<file path="config.mk">
export PLATFORM = sky130hd
export DESIGN_NAME = txmode_guard
export DESIGN_NICKNAME = d
export VERILOG_FILES = /design/src/rtl/txg_pkg.sv /design/src/rtl/txg_dec.sv /design/src/rtl/txg_cnt.sv /design/src/rtl/txg_ctl.sv /design/src/rtl/txmode_guard.sv
export SDC_FILE = /design/constraint.sdc
export NUM_CORES = 1
export LEC_CHECK = 0
export ABC_AREA = 1
export BUFFER_PORTS_ARGS = -buffer_cell sky130_fd_sc_hd__buf_4
export CAP_MARGIN = 10
export CORE_AREA = 4 4 49 51
export CTS_BUF_LIST = sky130_fd_sc_hd__clkbuf_16
export DETAILED_ROUTE_END_ITERATION = 6
export DIE_AREA = 0 0 53 55
export PLACE_DENSITY = 0.86
export SLEW_MARGIN = 20
export SYNTH_ARGS = -nofsm -noshare
export SYNTH_HDL_FRONTEND = slang
export SYNTH_HIERARCHICAL = 1
export SYNTH_SLANG_ARGS = --single-unit
</file>
<file path="constraint.sdc">
create_clock -name clk_i -period 3.74 [get_ports clk_i]
set_input_delay 0.748 -clock clk_i [delete_from_list [all_inputs] [get_ports clk_i]]
set_output_delay 0.748 -clock clk_i [all_outputs]
set_load 0.1 [all_outputs]
</file>
<file path="src/rtl/txg_pkg.sv">
package txg_pkg;
  typedef struct packed {
    logic mode_wr;
    logic mode_val;
    logic kick;
    logic stat_clr;
  } txg_wr_t;
endpackage

</file>
<file path="src/rtl/txg_dec.sv">
module txg_dec import txg_pkg::*; #(
  parameter int ADDR_W = 2,
  parameter int DATA_W = 8,
  parameter logic [DATA_W-1:0] KEY = 8'hA2,
  parameter logic [ADDR_W-1:0] MODE_ADDR = 0,
  parameter logic [ADDR_W-1:0] KICK_ADDR = 1,
  parameter logic [ADDR_W-1:0] CLR_ADDR = 2
) (
  input  logic              wr_en_i,
  input  logic [ADDR_W-1:0] wr_addr_i,
  input  logic [DATA_W-1:0] wr_data_i,
  output txg_wr_t           wr_o
);
  always_comb begin
    wr_o.mode_wr  = wr_en_i && (wr_addr_i == MODE_ADDR);
    wr_o.mode_val = wr_data_i[0];
    wr_o.kick     = wr_en_i && (wr_addr_i == KICK_ADDR) && (wr_data_i == KEY);
    wr_o.stat_clr = wr_en_i && (wr_addr_i == CLR_ADDR);
  end
endmodule

</file>
<file path="src/rtl/txg_cnt.sv">
module txg_cnt #(
  parameter int CNT_W = 13
) (
  input  logic             clk_i,
  input  logic             rst_ni,
  input  logic             load_i,
  input  logic             step_i,
  output logic [CNT_W-1:0] cnt_o,
  output logic             last_o
);
  localparam logic [CNT_W-1:0] FULL = {CNT_W{1'b1}};
  localparam logic [CNT_W-1:0] ONE  = {{(CNT_W-1){1'b0}}, 1'b1};

  logic [CNT_W-1:0] cnt_q;

  always_ff @(posedge clk_i or negedge rst_ni) begin
    if (!rst_ni)                      cnt_q <= FULL;
    else if (load_i)                  cnt_q <= FULL;
    else if (step_i && cnt_q != '0)   cnt_q <= cnt_q - ONE;
  end

  assign cnt_o  = cnt_q;
  assign last_o = (cnt_q == ONE);
endmodule

</file>
<file path="src/rtl/txg_ctl.sv">
module txg_ctl import txg_pkg::*; (
  input  logic    clk_i,
  input  logic    rst_ni,
  input  txg_wr_t wr_i,
  input  logic    expire_i,
  output logic    mode_o,
  output logic    flag_o,
  output logic    entry_o
);
  logic mode_q, flag_q;

  always_ff @(posedge clk_i or negedge rst_ni) begin
    if (!rst_ni)          mode_q <= 1'b0;
    else if (wr_i.mode_wr) mode_q <= wr_i.mode_val;
    else if (expire_i)    mode_q <= 1'b0;
  end

  // set beats clear
  always_ff @(posedge clk_i or negedge rst_ni) begin
    if (!rst_ni)            flag_q <= 1'b0;
    else if (expire_i)      flag_q <= 1'b1;
    else if (wr_i.stat_clr) flag_q <= 1'b0;
  end

  assign entry_o = wr_i.mode_wr && wr_i.mode_val && !mode_q;
  assign mode_o  = mode_q;
  assign flag_o  = flag_q;
endmodule

</file>
<file path="src/rtl/txmode_guard.sv">
module txmode_guard import txg_pkg::*; #(
  parameter int CNT_W  = 13,
  parameter int ADDR_W = 2,
  parameter int DATA_W = 8,
  parameter logic [DATA_W-1:0] KEY = 8'hA2,
  parameter logic [ADDR_W-1:0] MODE_ADDR = 0,
  parameter logic [ADDR_W-1:0] KICK_ADDR = 1,
  parameter logic [ADDR_W-1:0] CLR_ADDR = 2
) (
  input  logic              clk_i,
  input  logic              rst_ni,
  input  logic              tick_i,
  input  logic              wr_en_i,
  input  logic [ADDR_W-1:0] wr_addr_i,
  input  logic [DATA_W-1:0] wr_data_i,
  output logic              tx_mode_o,
  output logic              timeout_o
);
  txg_wr_t          wr;
  logic             entry, load, step, last, expire;
  logic [CNT_W-1:0] cnt_w;

  txg_dec #(
    .ADDR_W(ADDR_W), .DATA_W(DATA_W), .KEY(KEY),
    .MODE_ADDR(MODE_ADDR), .KICK_ADDR(KICK_ADDR), .CLR_ADDR(CLR_ADDR)
  ) dec_i (
    .wr_en_i(wr_en_i), .wr_addr_i(wr_addr_i), .wr_data_i(wr_data_i), .wr_o(wr)
  );

  // writes take precedence: a coinciding tick is dropped
  assign load   = wr.kick || entry;
  assign step   = tick_i && tx_mode_o && !wr.kick && !wr.mode_wr;
  assign expire = step && last;

  txg_cnt #(.CNT_W(CNT_W)) cnt_i (
    .clk_i(clk_i), .rst_ni(rst_ni), .load_i(load), .step_i(step),
    .cnt_o(cnt_w), .last_o(last)
  );

  txg_ctl ctl_i (
    .clk_i(clk_i), .rst_ni(rst_ni), .wr_i(wr), .expire_i(expire),
    .mode_o(tx_mode_o), .flag_o(timeout_o), .entry_o(entry)
  );
endmodule

</file>
======== Word level (Yosys, flattened, before mapping) ========
Cells that the tools add are included.
storage, ports and cells
  input bits .............................. 14
  register bits after elaboration ......... 15
  output and inout port bits .............. 2
  word-level logic and storage cells ...... 34
operators by class
  equality and inequality tests ........... 4
  muxes and demuxes ....................... 6
  reduce and logical (&&, ||, !) cells .... 20
  add/sub/neg operators ................... 1
operator list
  kind                                                   number
  2-to-1 mux 13 bit                                      2
  equality test 13 x 1 -> 1 bit (second input constant)  1
  nonzero test 13 bit                                    1
  subtractor 13 x 1 -> 13 bit (second input constant)    1
  logical AND 1 bit                                      11
  equality test 8 bit (second input constant)            1
  nonzero test 2 bit                                     3
  2-to-1 mux 1 bit                                       4
  logical NOT 1 bit                                      3
  equality test 2 x 1 -> 1 bit (second input constant)   1
  equality test 2 bit (second input constant)            1
  logical NOT 2 bit                                      1
  logical OR 1 bit                                       1

======== Logic depth before layout (Yosys ltp) ========
Gate-level depths: netlist (run 1).
  word-level depth ........................ 9
  gate-level depth with buffers ........... 13
  mapped depth without buffers ............ 12

======== Modules after synthesis ========
Netlist (run 1), hierarchy kept.
by module, submodules not included
  module        times used  sequential area each (um2)  cells an instance  area each (um2)
  txg_cnt       1           341.6                       136                939.7
  txg_ctl       1           50.0                        9                  83.8
  txg_dec       1           0.0                         18                 82.6
  txmode_guard  1           0.0                         8                  35.0

======== Least setup slack after synthesis (run 1) ========
OpenSTA, ideal clock, no wires.
  path type ............................... flip-flop to flip-flop
  start point ............................. reg ctl_i.mode_q, in the netlist ctl_i/mode_o
  end point ............................... reg cnt_i.cnt_q[10], in the netlist cnt_i/cnt_o[10]
  setup time .............................. 0.076 ns
  setup slack ............................. 1.732 ns
  cell stages (with the launch flop) ...... 8
  data required time ...................... 3.664 ns
  path buffers ............................ 1
  arrival ................................. 1.932 ns
  clock period less this slack ............ 2.008 ns
  cells stage by stage .................... dfrtp_1 > nor2_1 > or2_1 > inv_2 > clkbuf_1 > nand3_1 > nand2_1 > nand2_1
between the ends
  elaborated cells between the ends (all ways) .. 9
  those cells by class .................... 1 x mux; 8 x reduce/logical
RTL lines
  element                                                         line                RTL
  from (decl)                                                     txg_ctl.sv:10       logic mode_q, flag_q;
  from (signal assigned)                                          txg_ctl.sv:14       else if (wr_i.mode_wr) mode_q <= wr_i.mode_val;
  logical NOT 1 bit *                                             txg_ctl.sv:25       assign entry_o = wr_i.mode_wr && wr_i.mode_val && !mode_q;
  logical AND 1 bit *                                             txg_ctl.sv:25
  via entry                                                       txmode_guard.sv:20  logic entry, load, step, last, expire;
  logical OR 1 bit *                                              txmode_guard.sv:31  assign load = wr.kick || entry;
  via load                                                        txmode_guard.sv:20
  2-to-1 mux 13 bit / nonzero test 2 bit (equally long branches)  --
  to (signal assigned)                                            txg_cnt.sv:19       else if (step_i && cnt_q != '0) cnt_q <= cnt_q - ONE;
  to (decl)                                                       txg_cnt.sv:14       logic [CNT_W-1:0] cnt_q;
The timed path passes the listed nets; every way through them passes the cells marked *.
A chain may end at the register's enable or synchronous reset.

==> out/metrics.sh, run 1 <==
DRV_SLEW=0
STATUS='completed'
SYNTH-SEQ-AREA-SHARE=0.343
DIE_X_UM=53
CRIT_PATH_START_KIND='input pin'
FLOORPLAN.DIE.HEIGHT_UM=55
YOSYS_REGISTER_BITS=15
TIMING.SETUP.TNS_PS=0
GR-USAGE-ALL-LAYERS=0.191
POST-SYNTH-TOP-COUNT-CELL='nand2_1'
POST-PLACE-WS_PS=1580
PWR-SHARE-SEQ=0.350
ANTENNA_FOUND_INITIAL=0
NETSWITCHINGPOWER_W=0.000449
P_LEAK_nW=0.686
END_KIND='flip-flop'
POSTROUTEWIRELENGTH_UM=2450
FINAL_PERIOD_MINUS_WORST_SETUP_SLACK_PS=1930
GLOBALPLACE.CONGESTION=0.826
SYN_INST=171
CTS_NUM_SINKS=15
SYNTH-EDFF-COUNT=0
DRIVE_ABOVE_1_SHARE=0.267
POST_CTS_HOLD_BUFFER_COUNT=0
MET3_WIRELENGTH_UM=115
ENDPOINTS_FAILING_HOLD=0
YOSYS.AREA.TOP_TYPE='dfstp_2'
CLKTRANSATPATHREGS_PS=50
MULTIINPUTGATEAREA_UM2=629
CLOCK_INSERTION_DELAY_WORST_SKEW_PS=240
DRT-PASS1-ITER-COUNT=5
MAXCAPVIOLCOUNT=0
POST_CTS_BUFFERS=0
NNETSFINAL=205
ANT_NETS=0
REPORT.POWER.TOTAL_W=0.00104
SYNTH_UNIQUE_CELLS=23
CELLPOWERDENSITY_nW_PER_UM2=776
GRT_SETUP_UNREPAIRED='false'
WORSTSETUPPATHTYPE='input pin to flip-flop'
PORT-BUFFER-COUNT=15
WORST_SLACK_PS=1810
ROOT_BUFFER_MASTER='clkbuf_16'
FMAX_MHz=518
IR_WORST_VDD_mV=0.520
INTPOWER_W=0.000594
SYNTH.TOP_CELLS.BY_AREA='dfstp_2, nand2_1, nand3_1'
GLOBALROUTE.TOTALOVERFLOW=0
COMBPWRFRAC=0.460
WL_MET1_UM=1050
TIMING.CRITICAL_PATH.REQUIRED_PS=3900
TRITONCTS.NUM_BUFFERS=3
WORST_CLOCK_SKEW_PS=2.58
SYNTHFLOPTYPE='dfstp_2'
SYNTH_WARNINGS=6
LAYOUT.CELLS.NON_FILLER=214
CTS_MAX_LEVEL=1
TOP_LAYER='met3'
DRCVIOLATIONCOUNT=0
SYN_AVG_CELL_AREA_UM2=6.67
CLK_PATH_BUF_DEPTH=2
POST_DRT_WL_PER_CELL_UM=11.4
STD_CELL_ROWS=16
POST_CTS.RESIZED_INSTANCES=0
GRT_START_MAX_NET_PINS=20
SYNTH_FP_NETS=188
CTS_TREE='done'
DIE_AR_UM2=2920
WIRE_LENGTH_OF_THE_FIRST_GLOBAL_ROUTING_PASS_UM=4100
WORSTPATHARRIVAL_PS=2090
FIRST_GLOBAL_VIAS=980
AREA_GROWTH_SYN_TO_LAYOUT_PCT=17.8
ANTENNA_CELLS=0
VIAS_PER_CELL=5.05
WORST-PATH-MAX-FANOUT=19
MIN_PERIOD_OVER_PERIOD=0.516
PLACE.DETAILED.INSTANCES=210
SYNTH.CELL_AREA_UM2=1140
SLEW_HEADROOM=0.766
SYNTHARSTFLOPSHARE=1.00
COREAREA_UM2=1940
SWITCHING_SHARE=0.430
CLKPWRFRAC=0.191
MET2_LENGTH_UM=1290
SYNTH.TOP_CELL.AREA_SHARE=0.299
VIAS=1081
IOPINCOUNT=16
FIRST_ITER_VIOLATIONS=34
LAYOUT.AREA.SEQ_UM2=392
SYNTHTOPCELLSBYCOUNT='nand2_1, inv_1, nand3_1, nor2_1, dfstp_2'
SHARE_OF_THE_CORE_FILLED_WITH_CELLS_IN_THE_FINAL_LAYOUT=0.692
WORST_HOLD_PATH_TYPE='input pin to asynchronous set/reset pin'
POST-DP-HPWL_UM=1860
FINALSETUPVIOLATIONS=0
TIGHTESTPINTRANSITION_PS=351
FILLER_CELL_COUNT=173
START_UTIL=0.588
## cell type report
type | instances | area share
multi-input cells | 127 | 0.468
flip-flops and latches | 15 | 0.291
clock buffers | 3 | 0.0559
repair buffers | 15 | 0.0838
inverters | 26 | 0.0726
clock inverters | 1 | 0.00279
well taps | 27 | 0.0251
## worst max-delay path: stages
cell     delay [ps]
buf_4           110
nor3_1          280
nand2_1         110
nor2_1           90
or2_1           150
inv_2           160
nand2_4         240
nand2_1          90
o21ai_0          90
## power groups by stage
stage                     Combinational [W]  Clock, W  Sequential [W]
final                              0.000479  0.000199        0.000365
after global placement             0.000447         0        0.000359
after detailed placement           0.000473         0        0.000365
after global routing               0.000551  0.000214        0.000377
after CTS                          0.000480  0.000204        0.000363
after floorplan                    0.000362         0        0.000366
## registers in the layout (all words and copies together), names as in the netlist
signal        cells
ctl_i/mode_o      1
ctl_i/flag_o      1
cnt_i/cnt_o      13
## placed cells by master (no fill, tap or decap)
| cell | count |
|---|---|
| nor3_1 | 3 |
| nand2_2 | 2 |
| nor2_1 | 16 |
| nor2_4 | 1 |
| nand4_1 | 1 |
| inv_2 | 1 |
| nand3b_1 | 1 |
| inv_1 | 26 |
| nand3_1 | 25 |
| o21ai_0 | 6 |
| o21ai_2 | 4 |
| dfstp_2 | 13 |
| buf_4 | 15 |
| nor2_2 | 6 |
| nand2_4 | 2 |
| o21bai_2 | 1 |
| or2_2 | 2 |
| clkbuf_16 | 3 |
| dfrtp_1 | 2 |
| or2_1 | 1 |
| ha_1 | 3 |
| nand2_1 | 53 |
## stage by stage
| stage | area [um^2] | hold slack [ps] |
|---|---|---|
| after floorplan | 1140 | 452 |
| after global placement | 1260 | 469 |
| after detailed placement | 1260 | 473 |
| after CTS | 1340 | 357 |
| after global routing | 1340 | 357 |
| final | 1340 | 352 |
## cell families after synthesis
group,Yosys count,share of synthesized area
AO/OA/AOI/OAI,11,0.0669
adder cells (fa/ha/maj),3,0.0329
buffers and inverters,29,0.105
flip-flops,15,0.343
AND/OR/NAND/NOR,113,0.452
## worst paths after layout
kind / slack [ps] / to / from / cells past startpoint
max in group asynchronous: 3150 / cnt_i/cnt_o[0]$_DFFE_PN1P_ / rst_ni / 1
max: 1810 / cnt_i/cnt_o[5]$_DFFE_PN1P_ / wr_addr_i[1] / 9
min: 350 / ctl_i/flag_o$_DFFE_PN0P_ / rst_ni / 1
max reg2reg: 2130 / cnt_i/cnt_o[5]$_DFFE_PN1P_ / cnt_i/cnt_o[0]$_DFFE_PN1P_ / 9
min in group clk_i: 490 / cnt_i/cnt_o[0]$_DFFE_PN1P_ / cnt_i/cnt_o[0]$_DFFE_PN1P_ / 2
min reg2reg: 490 / cnt_i/cnt_o[0]$_DFFE_PN1P_ / cnt_i/cnt_o[0]$_DFFE_PN1P_ / 2
## layer usage
metal | GRT usage | vias to the layer above
met1 | 0.226 | 486
met4 | 0.0255 | 0
met3 | 0.0483 | 0
li1 | - | 565
met2 | 0.355 | 30
met5 | 0 | -
Power figures use the tool's default switching activity.
==> run 2: changes to the inputs <==
Settings changed: CORE_AREA 4 4 49 51 to 4 4 53 55, DIE_AREA 0 0 53 55 to 0 0 57 59, PLACE_DENSITY 0.86 to 0.78.
Clock period 3.74 ns to 1.6 ns, I/O delays scaled along.
==> out/metrics.sh, run 2 (synthesis results as in run 1) <==
FILLER_CELL_COUNT=227  # was 173
FLOORPLAN.DIE.HEIGHT_UM=59  # was 55 um
STATUS='completed'  # unchanged
FIRST_GLOBAL_VIAS=1010  # was 980
CLK_PATH_BUF_DEPTH=2  # unchanged
LAYOUT.CELLS.MOST_COMMON='nand2_1'  # unchanged
GRT_SETUP_UNREPAIRED='false'  # unchanged
R2R_SETUP_SLACK_PS=130  # was 2130 ps
HOLD-WORST-SLACK_PS=316  # was 352 ps
NNETSFINAL=208  # was 205
GR-USAGE-ALL-LAYERS=0.160  # was 0.191
FMAX_MHz=683
WORST-PATH-MAX-FANOUT=19  # unchanged
TIMING.CRITICAL_PATH.MAX_DELAY_FAMILY='flip-flops'  # was simple AND/OR/NAND/NOR gates
STD_CELL_ROWS=18  # was 16
CLOCK_INSERTION_DELAY_WORST_SKEW_PS=250  # was 240 ps
LARGEST_REGISTER_FFS=13  # unchanged
R2R-END='cnt_i/cnt_o[7]$_DFFE_PN1P_'  # was cnt_i/cnt_o[5]$_DFFE_PN1P_
ROOT_BUFFER_MASTER='clkbuf_16'  # unchanged
WORST_CLOCK_SKEW_PS=0.362  # was 2.58 ps
WORST_R2R_PATH_DEPTH=9  # unchanged
FIRST_ITER_VIOLATIONS=20  # was 34
WL_MET1_UM=976  # was 1050 um
WORSTPATHARRIVAL_PS=1640  # was 2090 ps
CLKTRANSATPATHREGS_PS=50  # about the same
FINAL_PERIOD_MINUS_WORST_SETUP_SLACK_PS=1470
MET2_LENGTH_UM=1190  # was 1290 um
WORSTSETUPPATHTYPE='flip-flop to flip-flop'  # was input pin to flip-flop
VIAS_PER_CELL=4.93  # was 5.05
ENDPOINTS_FAILING_HOLD=0  # unchanged
TIGHTESTPINTRANSITION_PS=278  # was 351 ps
IOPINCOUNT=16  # unchanged
END_KIND='flip-flop'  # unchanged
POST_DRT_WL_PER_CELL_UM=10.7  # was 11.4 um
PORT-BUFFER-COUNT=15  # unchanged
ANTENNA_CELLS=0  # unchanged
ANTENNA_FOUND_INITIAL=0  # unchanged
HOLD-PATH-CELL-COUNT=3
CRITICAL-PATH-SLOWEST-CELL='dfstp_2'  # was nor3_1
MOSTFREQUENTLAYOUTCELLS='nand2_1, nand3_1, inv_1'  # was nand2_1, inv_1, nand3_1
R2R_START='cnt_i/cnt_o[0]$_DFFE_PN1P_'  # unchanged
DRIVE_ABOVE_1_SHARE=0.295  # was 0.267
WORST_SLACK_PS=135  # was 1810 ps
TIMING.SETUP.TNS_PS=0  # unchanged
FINALSETUPVIOLATIONS=0  # unchanged
TIMING.CRITICAL_PATH.SLOWEST_CELL_DELAY_PS=550  # was 280 ps
DRT-PASS1-ITER-COUNT=4  # was 5
COREAREA_UM2=2390  # was 1940 um^2
WHS_ENDPOINT='ctl_i/mode_o$_DFFE_PN0P_'
WORST_HOLD_PATH_TYPE='input pin to flip-flop'  # was input pin to asynchronous set/reset pin
CP_CELL_SEQUENCE='inv_2, ha_1, nand2_1, nor2_2, nand2_2, nand2_4, nand2_8, nand2_1, o21ai_2'  # was buf_4, nor3_1, nand2_1, nor2_1, or2_1, inv_2, nand2_4, nand2_1, o21ai_0
CTS_NUM_SINKS=15  # unchanged
DRCVIOLATIONCOUNT=0  # unchanged
IR_WORST_VDD_mV=0.960  # was 0.520 mV
MET3_WIRELENGTH_UM=105  # was 115 um
ANT_NETS=0  # unchanged
P_LEAK_nW=0.699  # was 0.686 nW
SLEW_HEADROOM=0.816  # was 0.766
CTS_MAX_LEVEL=1  # unchanged
POST_CTS_BUFFERS=0  # unchanged
DIE_X_UM=57  # was 53 um
MIN_PERIOD_OVER_PERIOD=0.916
VIAS=1084  # was 1,081
WIRE_LENGTH_OF_THE_FIRST_GLOBAL_ROUTING_PASS_UM=4080  # was 4100 um
POST-PLACE-WS_PS=18.8  # was 1580 ps
TOTAL_BUFFERS_AND_INVERTERS_TRAVERSED_BY_THE_CRITICAL_PATH=1  # was 2
START_UTIL=0.478  # was 0.588
DRV_SLEW=0  # unchanged
TRITONCTS.NUM_BUFFERS=3  # unchanged
GLOBALROUTE.TOTALOVERFLOW=0  # unchanged
TOP_LAYER='met4'  # was met3
POSTROUTEWIRELENGTH_UM=2360  # was 2450 um
GRT_START_MAX_NET_PINS=20  # unchanged
MIN_FROM='wr_data_i[0]'
MAXCAPVIOLCOUNT=0  # unchanged
CTS_TREE='done'  # unchanged
CRIT_PATH_START_KIND='flip-flop'  # was input pin
GLOBALPLACE.CONGESTION=0.836  # was 0.826
PATH_COMMON_CELL='nand2_1'  # unchanged
POST-DP-HPWL_UM=1920  # was 1860 um
TIMING.CRITICAL_PATH.REQUIRED_PS=1780  # was 3900 ps
CELLPOWERDENSITY_nW_PER_UM2=1760  # was 776 nW/um^2
AREA_GROWTH_SYN_TO_LAYOUT_PCT=23.0  # was 17.8%
DIE_AR_UM2=3360  # was 2920 um^2
run 2: cell types whose count changed in the layout (fill, tap and decap cells not counted):
cell | previous run | this run
buf_12 | 0 | 1
buf_4 | 15 | 16
clkinvlp_4 | 0 | 1
dfrtp_1 | 2 | 1
dfrtp_4 | 0 | 1
dlygate4sd3_1 | 0 | 1
ha_1 | 3 | 2
ha_2 | 0 | 1
inv_1 | 26 | 24
inv_2 | 1 | 2
nand2_4 | 2 | 1
nand2_8 | 0 | 1
run 2: worst register-to-register path: cells and delay by family, from the launching register on:
family	cells	cell delay, ps
DFF	1	550
and+or+nand+nor	6	500
adders and majority gates	1	190
buffers and inverters	1	70
AOI/OAI and AO/OA	1	70
run 2: metal layers:
metal  up-vias  track usage
li1        570            -
met1       481        0.171
met2        24        0.282
met3         9       0.0349
met4         0        0.113
met5         -            0
run 2: layout make-up:
class,instances,area (um^2),area share
clock buffers,3,75.1,0.0535
clock inverters,1,7.51,0.00535
inverters,26,97.6,0.0695
multi-input cells,127,641,0.456
flip-flops and latches,15,395,0.282
well taps,30,37.5,0.0267
repair buffers,18,150,0.107
run 2: metrics by stage:
stage | instance area [um^2] | utilization | instances | power, W
4_1_cts | 1390 | 0.583 | 220 | 0.00247
3_5_place_dp | 1300 | 0.545 | 215 | 0.00196
5_1_grt | 1400 | 0.588 | 220 | 0.00269
6_report | 1400 | 0.588 | 220 | 0.00247
2_1_floorplan | 1150 | - | 171 | 0.00171
3_3_place_gp | 1300 | 0.545 | 215 | 0.00191
run 2: worst max-delay path by stage:
| stage | start | endpoint | cells past startpoint |
|---|---|---|---|
| final | cnt_i/cnt_o[0]$_DFFE_PN1P_ | cnt_i/cnt_o[7]$_DFFE_PN1P_ | 9 |
| after global routing | cnt_i/cnt_o[0]$_DFFE_PN1P_ | cnt_i/cnt_o[4]$_DFFE_PN1P_ | 9 |
| after CTS | cnt_i/cnt_o[0]$_DFFE_PN1P_ | cnt_i/cnt_o[7]$_DFFE_PN1P_ | 9 |
| after detailed placement | wr_en_i | cnt_i/cnt_o[4]$_DFFE_PN1P_ | 9 |
| after global placement | wr_addr_i[1] | cnt_i/cnt_o[4]$_DFFE_PN1P_ | 9 |
| after floorplan | ctl_i/mode_o$_DFFE_PN0P_ | cnt_i/cnt_o[10]$_DFFE_PN1P_ | 7 |
run 2: repair_timing:
item / 4_1_cts / 5_1_grt
gates resized for setup: 0 / 3
endpoints found under the hold margin: 2 / 0
endpoints found under the setup margin: 0 / 13
hold buffers: 1 / 0
run 2: power breakdown:
group	switching, W	internal (W)
logic	0.000703	0.000410
clock network	0.000162	0.000337
registers	0.000195	0.000660
==> run 3: changes to the inputs <==
Settings changed: CORE_AREA 4 4 53 55 to 2 2 51 53, DIE_AREA 0 0 57 59 to 0 0 53 55.
==> out/metrics.sh, run 3 (synthesis results as in run 1) <==
TIMING.CRITICAL_PATH.MAX_DELAY_FAMILY='simple AND/OR/NAND/NOR gates'  # was flip-flops
WORSTSETUPPATHTYPE='flip-flop to flip-flop'  # unchanged
TOTAL_BUFFERS_AND_INVERTERS_TRAVERSED_BY_THE_CRITICAL_PATH=1  # unchanged
CTS_NUM_SINKS=15  # unchanged
GLOBAL_ROUTE.USAGE.MET1=0.211  # was 0.171
WORST_CLOCK_SKEW_PS=1.97  # was 0.362 ps
P_LEAK_nW=0.711  # was 0.699 nW
GROUTE.LAYER.MET3.USAGE=0.0323  # was 0.0349
ROOT_BUFFER_MASTER='clkbuf_16'  # unchanged
FLOORPLAN.DIE.HEIGHT_UM=55  # was 59 um
LAYOUT.CELLS.MOST_COMMON='nand2_1'  # unchanged
TIMING.CRITICAL_PATH.SLOWEST_CELL_DELAY_PS=550  # about the same
FMAX_MHz=667  # was 683 MHz
DIE_X_UM=53  # was 57 um
ANTENNA_CELLS=0  # unchanged
SLEW_HEADROOM=0.816  # about the same
DRV_SLEW=0  # unchanged
TIMING.CRITICAL_PATH.REQUIRED_PS=1790  # was 1780 ps
FIRST_GLOBAL_VIAS=933  # was 1,010
FIRST_ITER_VIOLATIONS=39  # was 20
DRT-PASS1-ITER-COUNT=4  # unchanged
VIAS_PER_CELL=5.01  # was 4.93
MET2_USAGE=0.313  # was 0.282
WORSTPATHARRIVAL_PS=1690  # was 1640 ps
WORST-PATH-MAX-FANOUT=9  # was 19
NNETSFINAL=209  # was 208
TRITONCTS.NUM_BUFFERS=3  # unchanged
PORT-BUFFER-COUNT=15  # unchanged
POSTROUTEWIRELENGTH_UM=2500  # was 2360 um
IOPINCOUNT=16  # unchanged
GLOBALROUTE.TOTALOVERFLOW=0  # unchanged
R2R_SETUP_SLACK_PS=100  # was 130 ps
START_UTIL=0.483  # was 0.478
FINALSETUPVIOLATIONS=0  # unchanged
DIE_AR_UM2=2920  # was 3360 um^2
CRIT_PATH_START_KIND='flip-flop'  # unchanged
MAXCAPVIOLCOUNT=0  # unchanged
POST_CTS_BUFFERS=0  # unchanged
CLOCK_INSERTION_DELAY_WORST_SKEW_PS=250  # about the same
POST_DRT_WL_PER_CELL_UM=11.3  # was 10.7 um
CRITICAL-PATH-SLOWEST-CELL='dfstp_2'  # unchanged
HOLD-WORST-SLACK_PS=321  # was 316 ps
GLOBALPLACE.CONGESTION=0.881  # was 0.836
ENDPOINTS_FAILING_HOLD=0  # unchanged
END_KIND='flip-flop'  # unchanged
POST-PLACE-WS_PS=17.9  # was 18.8 ps
TIMING.SETUP.TNS_PS=0  # unchanged
CLKTRANSATPATHREGS_PS=50  # about the same
WORST_HOLD_PATH_TYPE='input pin to flip-flop'  # unchanged
ANT_NETS=0  # unchanged
CTS_MAX_LEVEL=1  # unchanged
MOSTFREQUENTLAYOUTCELLS='nand2_1, inv_1, nand3_1'  # was nand2_1, nand3_1, inv_1
GRT_START_MAX_NET_PINS=20  # unchanged
LARGEST_REGISTER_FFS=13  # unchanged
GR-USAGE-ALL-LAYERS=0.183  # was 0.160
GRT_SETUP_UNREPAIRED='false'  # unchanged
GR-MAX-USAGE-LAYER='met2'  # unchanged
LAYOUT.CELLS.NON_FILLER=221  # was 220
WIRE_LENGTH_OF_THE_FIRST_GLOBAL_ROUTING_PASS_UM=3770  # was 4080 um
WORST_SLACK_PS=99.8  # was 135 ps
STD_CELL_ROWS=18  # unchanged
STATUS='completed'  # unchanged
IR_WORST_VDD_mV=0.870  # was 0.960 mV
DRIVE_ABOVE_1_SHARE=0.293  # was 0.295
REPORT.POWER.TOTAL_W=0.00248  # was 0.00247 W
POST-DP-HPWL_UM=1850  # was 1920 um
CLK_PATH_BUF_DEPTH=2  # unchanged
AREA_GROWTH_SYN_TO_LAYOUT_PCT=23.7  # was 23.0%
CP_CELL_SEQUENCE='inv_2, ha_1, nand2_1, nor2_2, nand2_2, nand2_4, nand2_4, o21ai_2, nand2_1'  # was inv_2, ha_1, nand2_1, nor2_2, nand2_2, nand2_4, nand2_8, nand2_1, o21ai_2
CTS_TREE='done'  # unchanged
CELLPOWERDENSITY_nW_PER_UM2=1750  # was 1760 nW/um^2
COREAREA_UM2=2360  # was 2390 um^2
PLACE.DETAILED.INSTANCES=215  # unchanged
MIN_PERIOD_OVER_PERIOD=0.938  # was 0.916
TIGHTESTPINTRANSITION_PS=275  # was 278 ps
DRCVIOLATIONCOUNT=0  # unchanged
FINAL_PERIOD_MINUS_WORST_SETUP_SLACK_PS=1500  # was 1470 ps
VIAS=1108  # was 1,084
ANTENNA_FOUND_INITIAL=0  # unchanged
## run 3: where the power goes
group          internal, W  switching [W]  leakage, nW  total (W)
clock             0.000331       0.000149       0.0423   0.000480
combinational     0.000415       0.000727        0.508    0.00114
sequential        0.000660       0.000194        0.161   0.000854
total              0.00141        0.00107        0.711    0.00248
## run 3: repair_timing
action / in CTS / in global routing
hold endpoints to repair: 2 / 0
hold buffers: 1 / 0
setup endpoints to repair: 0 / 13
gates resized for setup: 0 / 3
## run 3: layer usage
layer | vias to the layer above | share of wire
li1 | 572 | -
met2 | 42 | 0.48
met3 | 5 | 0.065
met4 | 0 | 0.021
met1 | 489 | 0.43
met5 | - | 0
## run 3: worst paths after layout
path	cells after the start	endpoint	startpoint
worst min register to register	2	cnt_i/cnt_o[0]$_DFFE_PN1P_	cnt_i/cnt_o[0]$_DFFE_PN1P_
worst max register to register	9	cnt_i/cnt_o[0]$_DFFE_PN1P_	cnt_i/cnt_o[0]$_DFFE_PN1P_
min in group asynchronous	2	ctl_i/flag_o$_DFFE_PN0P_	rst_ni
max in group asynchronous	2	cnt_i/cnt_o[2]$_DFFE_PN1P_	rst_ni
worst max-delay path	9	cnt_i/cnt_o[0]$_DFFE_PN1P_	cnt_i/cnt_o[0]$_DFFE_PN1P_
worst min-delay path	3	ctl_i/mode_o$_DFFE_PN0P_	wr_data_i[0]
## run 3: worst reg2reg max path, stage by stage (launching register included)
cell and delay, ps:
dfstp_2 550, inv_2 70, ha_1 190, nand2_1 80, nor2_2 50, nand2_2 70
nand2_4 120, nand2_4 180, o21ai_2 70, nand2_1 70
## run 3: per-stage QoR
stage / util / instance area (um^2)
2_1_floorplan: - / 1150
3_3_place_gp: 0.550 / 1300
3_5_place_dp: 0.550 / 1300
4_1_cts: 0.587 / 1390
5_1_grt: 0.597 / 1410
6_report: 0.597 / 1410
## run 3: area by class of cell
cell class,count,area (um^2)
inverters,26,97.6
fillers,206,953
multi-input cells,128,652
clock inverters,1,3.75
repair buffers,18,150
well taps,30,37.5
flip-flops and latches,15,395
clock buffers,3,75.1
